<file path="config.mk">
export PLATFORM = sky130hd
export DESIGN_NAME = gpio_irq_ctrl
export DESIGN_NICKNAME = d
export VERILOG_FILES = /design/src/rtl/gpio_irq_pkg.sv /design/src/rtl/gpio_in_sync.sv /design/src/rtl/gpio_stat_bank.sv /design/src/rtl/gpio_irq_ctrl.sv
export SDC_FILE = /design/constraint.sdc
export NUM_CORES = 1
export LEC_CHECK = 0
export BUFFER_PORTS_ARGS = -buffer_cell sky130_fd_sc_hd__buf_4
export CAP_MARGIN = 10
export CORE_ASPECT_RATIO = 2
export CORE_UTILIZATION = 53
export CTS_CLUSTER_DIAMETER = 150
export DETAILED_ROUTE_END_ITERATION = 10
export GPL_ROUTABILITY_DRIVEN = 0
export PLACE_DENSITY = 0.82
export SETUP_SLACK_MARGIN = 0.1
export SYNTH_ARGS = -nofsm -noshare
export SYNTH_HDL_FRONTEND = slang
export SYNTH_SLANG_ARGS = --single-unit
export TNS_END_PERCENT = 5
</file>
<file path="constraint.sdc">
create_clock -name clk_i -period 4 [get_ports clk_i]
set_clock_uncertainty 0.05 [all_clocks]
set_input_delay 0.4 -clock clk_i [delete_from_list [all_inputs] [get_ports clk_i]]
set_output_delay 0.4 -clock clk_i [all_outputs]
set_load 0.02 [all_outputs]
</file>
<file path="src/rtl/gpio_irq_pkg.sv">
package gpio_irq_pkg;
  localparam int DATA_W = 32;
  localparam int ADDR_W = 6;

  typedef enum logic [3:0] {
    GRP_DIR   = 4'd0,
    GRP_DOUT  = 4'd1,
    GRP_LEVEL = 4'd2,
    GRP_IE    = 4'd3,
    GRP_POL   = 4'd4,
    GRP_ASTAT = 4'd5,
    GRP_DSTAT = 4'd6
  } grp_e;

  function automatic int div_up(input int a, input int b);
    return (a + b - 1) / b;
  endfunction
endpackage

</file>
<file path="src/rtl/gpio_in_sync.sv">
module gpio_in_sync #(
  parameter int N = 62
) (
  input  logic         clk_i,
  input  logic         rst_ni,
  input  logic [N-1:0] pin_i,
  output logic [N-1:0] level_o,
  output logic [N-1:0] rise_o,
  output logic [N-1:0] fall_o
);
  logic [N-1:0] meta_q, sync_q, prev_q;

  always_ff @(posedge clk_i or negedge rst_ni) begin
    if (!rst_ni) begin
      meta_q <= '0;
      sync_q <= '0;
      prev_q <= '0;
    end else begin
      meta_q <= pin_i;
      sync_q <= meta_q;
      prev_q <= sync_q;
    end
  end

  assign level_o = sync_q;
  assign rise_o  = sync_q & ~prev_q;
  assign fall_o  = ~sync_q & prev_q;
endmodule

</file>
<file path="src/rtl/gpio_stat_bank.sv">
module gpio_stat_bank #(
  parameter int NUM_PINS = 62,
  parameter int NS       = 2
) (
  input  logic                clk_i,
  input  logic                rst_ni,
  input  logic [NUM_PINS-1:0] ev_i,
  input  logic                wr_i,
  input  logic [1:0]          wr_word_i,
  input  logic [31:0]         wdata_i,
  output logic [NS*32-1:0]    stat_o,
  output logic                irq_o
);
  for (genvar w = 0; w < NS; w++) begin : g_word
    logic hit;
    assign hit = wr_i && (int'(wr_word_i) == w);
    assign stat_o[w*32] = 1'b0;  // selector position, never a flag
    for (genvar b = 1; b < 32; b++) begin : g_bit
      localparam int PIN = w*31 + b - 1;
      if (PIN < NUM_PINS) begin : g_live
        logic st_q;
        always_ff @(posedge clk_i or negedge rst_ni) begin
          if (!rst_ni)                   st_q <= 1'b0;
          else if (ev_i[PIN])            st_q <= 1'b1;  // event beats clear
          else if (hit && wdata_i[b])    st_q <= wdata_i[0];
        end
        assign stat_o[w*32+b] = st_q;
      end else begin : g_dead
        assign stat_o[w*32+b] = 1'b0;
      end
    end
  end

  assign irq_o = |stat_o;
endmodule

</file>
<file path="src/rtl/gpio_irq_ctrl.sv">
module gpio_irq_ctrl
  import gpio_irq_pkg::*;
#(
  parameter int NUM_PINS = 62
) (
  input  logic                clk_i,
  input  logic                rst_ni,
  input  logic                req_i,
  input  logic                we_i,
  input  logic [5:0]          addr_i,
  input  logic [31:0]         wdata_i,
  output logic [31:0]         rdata_o,
  input  logic [NUM_PINS-1:0] pins_i,
  output logic [NUM_PINS-1:0] pins_o,
  output logic [NUM_PINS-1:0] pins_oe_o,
  output logic                irq_assert_o,
  output logic                irq_deassert_o
);
  localparam int NW = div_up(NUM_PINS, 32);
  localparam int NS = div_up(NUM_PINS, 31);
  localparam int PW = NW * 32;

  logic [3:0] grp;
  logic [1:0] slot;
  logic       wr;
  assign grp  = addr_i[5:2];
  assign slot = addr_i[1:0];
  assign wr   = req_i && we_i;

  logic [PW-1:0] dir_q, dout_q, ie_q, pol_q, sync_pad;
  logic [NUM_PINS-1:0] sync_lv, rise, fall, ev_a, ev_d;

  for (genvar w = 0; w < NW; w++) begin : g_cfg
    localparam int LO  = w * 32;
    localparam int CNT = (NUM_PINS - LO) < 32 ? (NUM_PINS - LO) : 32;
    localparam logic [31:0] MASK = (CNT == 32) ? 32'hFFFF_FFFF : ((32'd1 << CNT) - 32'd1);
    logic sel;
    assign sel = wr && (int'(slot) == w);
    always_ff @(posedge clk_i or negedge rst_ni) begin
      if (!rst_ni) begin
        dir_q[LO+:32]  <= '0;
        dout_q[LO+:32] <= '0;
        ie_q[LO+:32]   <= '0;
        pol_q[LO+:32]  <= '0;
      end else if (sel) begin
        case (grp)
          GRP_DIR:  dir_q[LO+:32]  <= wdata_i & MASK;
          GRP_DOUT: dout_q[LO+:32] <= wdata_i & MASK;
          GRP_IE:   ie_q[LO+:32]   <= wdata_i & MASK;
          GRP_POL:  pol_q[LO+:32]  <= wdata_i & MASK;
          default: ;
        endcase
      end
    end
  end

  gpio_in_sync #(.N(NUM_PINS)) u_sync (
    .clk_i  (clk_i),
    .rst_ni (rst_ni),
    .pin_i  (pins_i),
    .level_o(sync_lv),
    .rise_o (rise),
    .fall_o (fall)
  );

  always_comb begin
    sync_pad = '0;
    sync_pad[NUM_PINS-1:0] = sync_lv;
  end

  logic [NUM_PINS-1:0] ie_p, pol_p;
  assign ie_p  = ie_q[NUM_PINS-1:0];
  assign pol_p = pol_q[NUM_PINS-1:0];
  assign ev_a  = ie_p & ((pol_p & rise) | (~pol_p & fall));
  assign ev_d  = ie_p & ((pol_p & fall) | (~pol_p & rise));

  logic [NS*32-1:0] astat_w, dstat_w;

  gpio_stat_bank #(.NUM_PINS(NUM_PINS), .NS(NS)) u_abank (
    .clk_i    (clk_i),
    .rst_ni   (rst_ni),
    .ev_i     (ev_a),
    .wr_i     (wr && grp == GRP_ASTAT),
    .wr_word_i(slot),
    .wdata_i  (wdata_i),
    .stat_o   (astat_w),
    .irq_o    (irq_assert_o)
  );

  gpio_stat_bank #(.NUM_PINS(NUM_PINS), .NS(NS)) u_dbank (
    .clk_i    (clk_i),
    .rst_ni   (rst_ni),
    .ev_i     (ev_d),
    .wr_i     (wr && grp == GRP_DSTAT),
    .wr_word_i(slot),
    .wdata_i  (wdata_i),
    .stat_o   (dstat_w),
    .irq_o    (irq_deassert_o)
  );

  logic [PW-1:0] level_w;
  assign level_w = (dir_q & dout_q) | (~dir_q & sync_pad);

  logic in_nw, in_ns;
  assign in_nw = int'(slot) < NW;
  assign in_ns = int'(slot) < NS;

  always_comb begin
    rdata_o = '0;
    case (grp)
      GRP_DIR:   if (in_nw) rdata_o = dir_q[int'(slot)*32+:32];
      GRP_DOUT:  if (in_nw) rdata_o = dout_q[int'(slot)*32+:32];
      GRP_LEVEL: if (in_nw) rdata_o = level_w[int'(slot)*32+:32];
      GRP_IE:    if (in_nw) rdata_o = ie_q[int'(slot)*32+:32];
      GRP_POL:   if (in_nw) rdata_o = pol_q[int'(slot)*32+:32];
      GRP_ASTAT: if (in_ns) rdata_o = astat_w[int'(slot)*32+:32];
      GRP_DSTAT: if (in_ns) rdata_o = dstat_w[int'(slot)*32+:32];
      default:   rdata_o = '0;
    endcase
  end

  assign pins_o    = dout_q[NUM_PINS-1:0];
  assign pins_oe_o = dir_q[NUM_PINS-1:0];
endmodule

</file>
; ---- Word-level counts from Yosys, hierarchy flattened
; Cells that the tools add are included.
; Widths: inputs -> output; s select.
[totals]
input_bits = 104
ram_bits = 0
register_bits = 558
output_inout_bits = 158
mem_count = 0
mem_bits_ro = 0
latch_bits = 0
[classes]
n_bitwise = 17
mux = 256
order_cmp = 1
n_div = 0
n_addsub = 0
n_shift = 7
n_reduce_logical = 269
n_eq_ne = 7
mul = 0
[ops]
columns = op, count
row1 = $and 62x62->62, 9
row2 = $shiftx 64x8->32, 7
row3 = $mux 1, 248
row4 = $reduce_bool 2->1, 124
row5 = $mux 32, 7
row6 = $pmux 32 s7, 1
row7 = $not 62->62, 3
row8 = $logic_and 1x1->1, 133
row9 = $or 62x62->62, 2
row10 = $reduce_or 62->1, 2
row11 = $and 64x62->64, 1
row12 = $not 62->64, 1
row13 = $or 62x64->64, 1
row14 = $reduce_and 2->1, 8
row15 = $eq 4x3->1 const B, 3
row16 = $eq 4x2->1 const B, 2
row17 = $eq 4x1->1 const B, 1
row18 = $logic_not 4->1, 1
row19 = $eq 2x2->1 const B, 1
row20 = $logic_not 2->1, 1
row21 = $lt 2x2->1 const B, 1

; ---- Logic depth before layout (Yosys ltp)
[depth]
word_depth = 6
mapped_depth = 8
mapped_depth_nobuf = 4

; ---- By module
; From an unflattened synthesis, not the netlist that was laid out.
[hier_totals]
cells_unflattened = 2197
hier_area_um2 = 28456.0
[modules_own_cells]
columns = module, cells_each, area_per_inst_um2, instances
row1 = gpio_irq_ctrl, 1299, 15971.6, 1
row2 = gpio_stat_bank, 294, 3372.0, 2
row3 = gpio_in_sync, 310, 5740.5, 1

; ---- Worst setup path before layout
; Ideal clock, no wire load.
[synth_path]
path_type = input port to output port
start = input addr_i[0]
end = output rdata_o[10]
t_arrival_ns = 1.841
cell_stages = 6
path_slack_ns = 1.709
n_path_buf = 3
cell_sequence = buf_2 buf_2 buf_2 mux2i_1 o22ai_1 or4_1
[synth_between]
elab_chain_cells = 3
elab_cells_between_ends = 16
[synth_rtl]
columns = element, line_no
row1 = start: declaration, gpio_irq_ctrl.sv:10  ; input logic [5:0] addr_i,
row2 = "$shiftx 64x8->32, or another cell as far along", gpio_irq_ctrl.sv:117  ; GRP_DSTAT: if (in_ns) rdata_o = dstat_w[int'(slot)*32+:32];
row3 = "$mux 32, or another cell as far along", gpio_irq_ctrl.sv:117
row4 = $pmux 32 s7 (*), gpio_irq_ctrl.sv:110  ; case (grp)
row5 = end: declaration, gpio_irq_ctrl.sv:12  ; output logic [31:0] rdata_o,
; Mark *: on every way between the ends. The rest lies on a longest branch, timed or not.

; ---- Worst setup path after layout
[layout_path]
start = register u_dbank.g_word[0].g_bit[8].g_live.st_q
end = output irq_deassert_o
[layout_between]
elab_chain_cells = 1
[layout_rtl]
columns = element, line_no
row1 = start: declaration, gpio_stat_bank.sv:21  ; logic st_q;
row2 = start signal: assignment, gpio_stat_bank.sv:25  ; else if (hit && wdata_i[b]) st_q <= wdata_i[0];
row3 = $reduce_or 62->1, gpio_stat_bank.sv:34  ; assign irq_o = |stat_o;
row4 = end: declaration, gpio_irq_ctrl.sv:17  ; output logic irq_deassert_o
; No other way between the ends.

==> impl_metrics.toml <==
[run_status]
status = "complete, no violations"

[routing]
ant_nets = 0
drtIter0Drc = 1688
via_count = 20610
drc = 0
drt-vias-per-instance = 6.507
routed_wl_um = 82690
post_drt_wl_per_cell_um = 26.11
drtPass1Iterations = 6

[clocking]
root_buffer = "clkbuf_16"
cts_tree = "done"
htreeDepth = 2
clockBufferDepth = 3
cts_setup_buffers = 0
insertion_delay_ns = 0.60
cts_num_sinks = 558
numCtsBuffers = 49
clkSlewWorstSetupHoldPaths_ns = 0.07

[sta]
finalMaxSlewViolations = 0
timing.fmax_mhz = 297.6
hold_viol = 0
maxSlewHeadroom_pct = 20.64
setup-tns-final_ns = 0
finalSetupViolations = 0
fin_hold_ws_ns = 0.07604
fin_crit_sh_pct = 84.02
tightest_slew_ns = 1.190
layout_min_cycle_time_ns = 3.361
rsz0062_at_grt = "false"

[grt]
first_global_vias = 21270
grt_max_degree = 109
grt_first_pass_wirelength_um = 126000
overflow = 0
antenna_found_initial = 6
grt_usage_pct = 32.24

[floorplanning]
ios = 262
design.die.area_um2 = 51420
coreArea_um2 = 49930
std_cell_rows = 116
die_x_um = 160.8
start_util_pct = 53.57
die_y_um = 319.7

[worst_setup_path]
max_stage_delay_ns = 0.71
critical_path_class = "flip-flop to output pin"
path_cells = "nor4_1, nand4_1, or4_1, buf_4"
worstPathRequired_ns = 3.55
crit_buf_inv = 1
r2r_setup_slack_ns = 2.55
slowest_stage = "or4_1"
cp_top_family = "simple AND/OR/NAND/NOR gates"
cp-start-kind = "flip-flop"
worstPathArrival_ns = 2.91
critPathCaptureType = "output pin"
critPathMaxFanout = 3

[yosys]
synth_compound_area_share_pct = 6.330
synth_fa_ha_area_share_pct = 0
synth_edf_count = 0
yosysSeqAreaShare_pct = 52.21
synth_nets = 2327
yosys-top-cells-area = "dfrtp_1 (52%), mux2i_1 (13%), mux2_2 (8.6%)"
synth_top_family_by_area = "multiplexers"
yosysTopAreaCellShare_pct = 52.21
yosysUniqueCellTypes = 37
synthArstFlopShare_pct = 100.0
synth_xor_area_share_pct = 0
synth_area_leader_cell = "dfrtp_1"
syn_inst = 2223
netlist_top_cells_count = "dfrtp_1 (558), mux2i_1 (338), mux2_2 (204), nand4_1 (132), nand2_1 (130)"
ys.warnings.count = 0
ys_ff_latch = 558
avgSynthCellArea_um2 = 12.03
yosys.area_share.simple_pct = 15.58
synth.area.mux_share_pct = 23.09
netlist_area_um2 = 26750
yosysMostFrequentCell = "dfrtp_1"
yosys_most_used_dff = "dfrtp_1"

[min_path]
worstHoldPathType = "input port to flip-flop"

[power_and_ir_drop]
ir_worst_vdd_uv = 406.9
p_sw_w = 0.003515
power_density_nw_per_um2 = 417.9
power.share.switching_pct = 26.50
p_clk_share_pct = 40.2
seqPwrFrac_pct = 48.7
intPower_w = 0.009749
power_frac_comb_pct = 11.2
power.total_w = 0.01326
p_leak_nw = 15.04

[run]
drv_cap = 0

[layout]
syn_to_final_growth_pct = 18.68
nets = 2582
drive_gt1_share_pct = 24.21
nFillCells = 3805

[placement]
dpl.hpwl_um = 54490
port-buffer-count = 261
worst paths after layout:
check / depth (start not counted) / start / end
hold reg to reg: 0 / u_sync.meta_q[51] / u_sync.level_o[51]
hold / removal: 2 / wdata_i[26] / ie_p[58]
setup / recovery: 4 / u_dbank.g_word[0].g_bit[8].g_live.st_q / irq_deassert_o
min in group asynchronous: 2 / rst_ni / u_sync.meta_q[52]
setup reg to reg: 3 / pol_p[19] / u_abank.g_word[0].g_bit[20].g_live.st_q
max in group asynchronous: 3 / rst_ni / u_abank.g_word[1].g_bit[21].g_live.st_q
power by group through the flow:
stage | clock [W] | combinational, W | sequential [W]
after floorplan | 0 | 0.000718 | 0.00650
after global placement | 0 | 0.00137 | 0.00650
after detailed placement | 0 | 0.00142 | 0.00654
after CTS | 0.00537 | 0.00148 | 0.00643
after global routing | 0.00559 | 0.00159 | 0.00649
final | 0.00533 | 0.00148 | 0.00645
state kept, by name (all words and copies together), names as in the netlist:
signal                            flops
pins_o                               62
pol_p                                62
u_dbank.g_word.g_bit.g_live.st_q     62
u_abank.g_word.g_bit.g_live.st_q     62
u_sync.prev_q                        62
u_sync.meta_q                        62
u_sync.level_o                       62
pins_oe_o                            62
ie_p                                 62
area by class of cell:
cell class              instances  area, µm²  area share [%]
flip-flops and latches        558      13960           43.99
multi-input cells            1502      12080           38.07
repair buffers                367       3090           9.736
clock buffers                  58       1340           4.222
well taps                     649      812.0           2.558
clock inverters                30      445.4           1.403
diodes                          3      7.507         0.02365
layer usage:
metal	share of wire (%)	track usage, %
met2	51	55.11
met1	35	36.76
met5	0.064	0
met3	6.6	5.382
met4	7.3	21.72
cell usage in the layout, fill, tap and decap left out, types with 10 or more instances in the layout:
cell and count:
a211oi_1 60, and3b_1 124, buf_12 13, buf_4 289, bufinv_16 10, clkbuf_16 49
dfrtp_1 558, dlygate4sd3_1 63, mux2_1 44, mux2_2 204, mux2i_1 338, nand2_1 126
nand4_1 132, nor2b_1 31, nor3b_1 124, nor4_1 32, o21ai_0 124, o22ai_1 89
or4_1 31
repair_timing:
item                      4_1_cts  5_1_grt
hold buffers                   63        0
resized for setup               0        0
hold endpoints to repair      156        0
kinds of logic after synthesis:
kind of cell    after synthesis
flops                       558
mux                         586
compound gates              281
buf+inv                     163
simple gates                635
stage by stage:
step	instance area (µm²)	instances	utilization [%]	setup slack [ns]
CTS	31730	3164	63.56	0.6889
finish	31740	3167	63.58	0.6393
global route	31740	3165	63.57	0.6466
detailed placement	29320	3013	58.72	0.9023
floorplan	26750	2223	-	1.709
global placement	29320	3013	58.72	0.9821
Note: power is estimated with default switching activity, not from simulation.
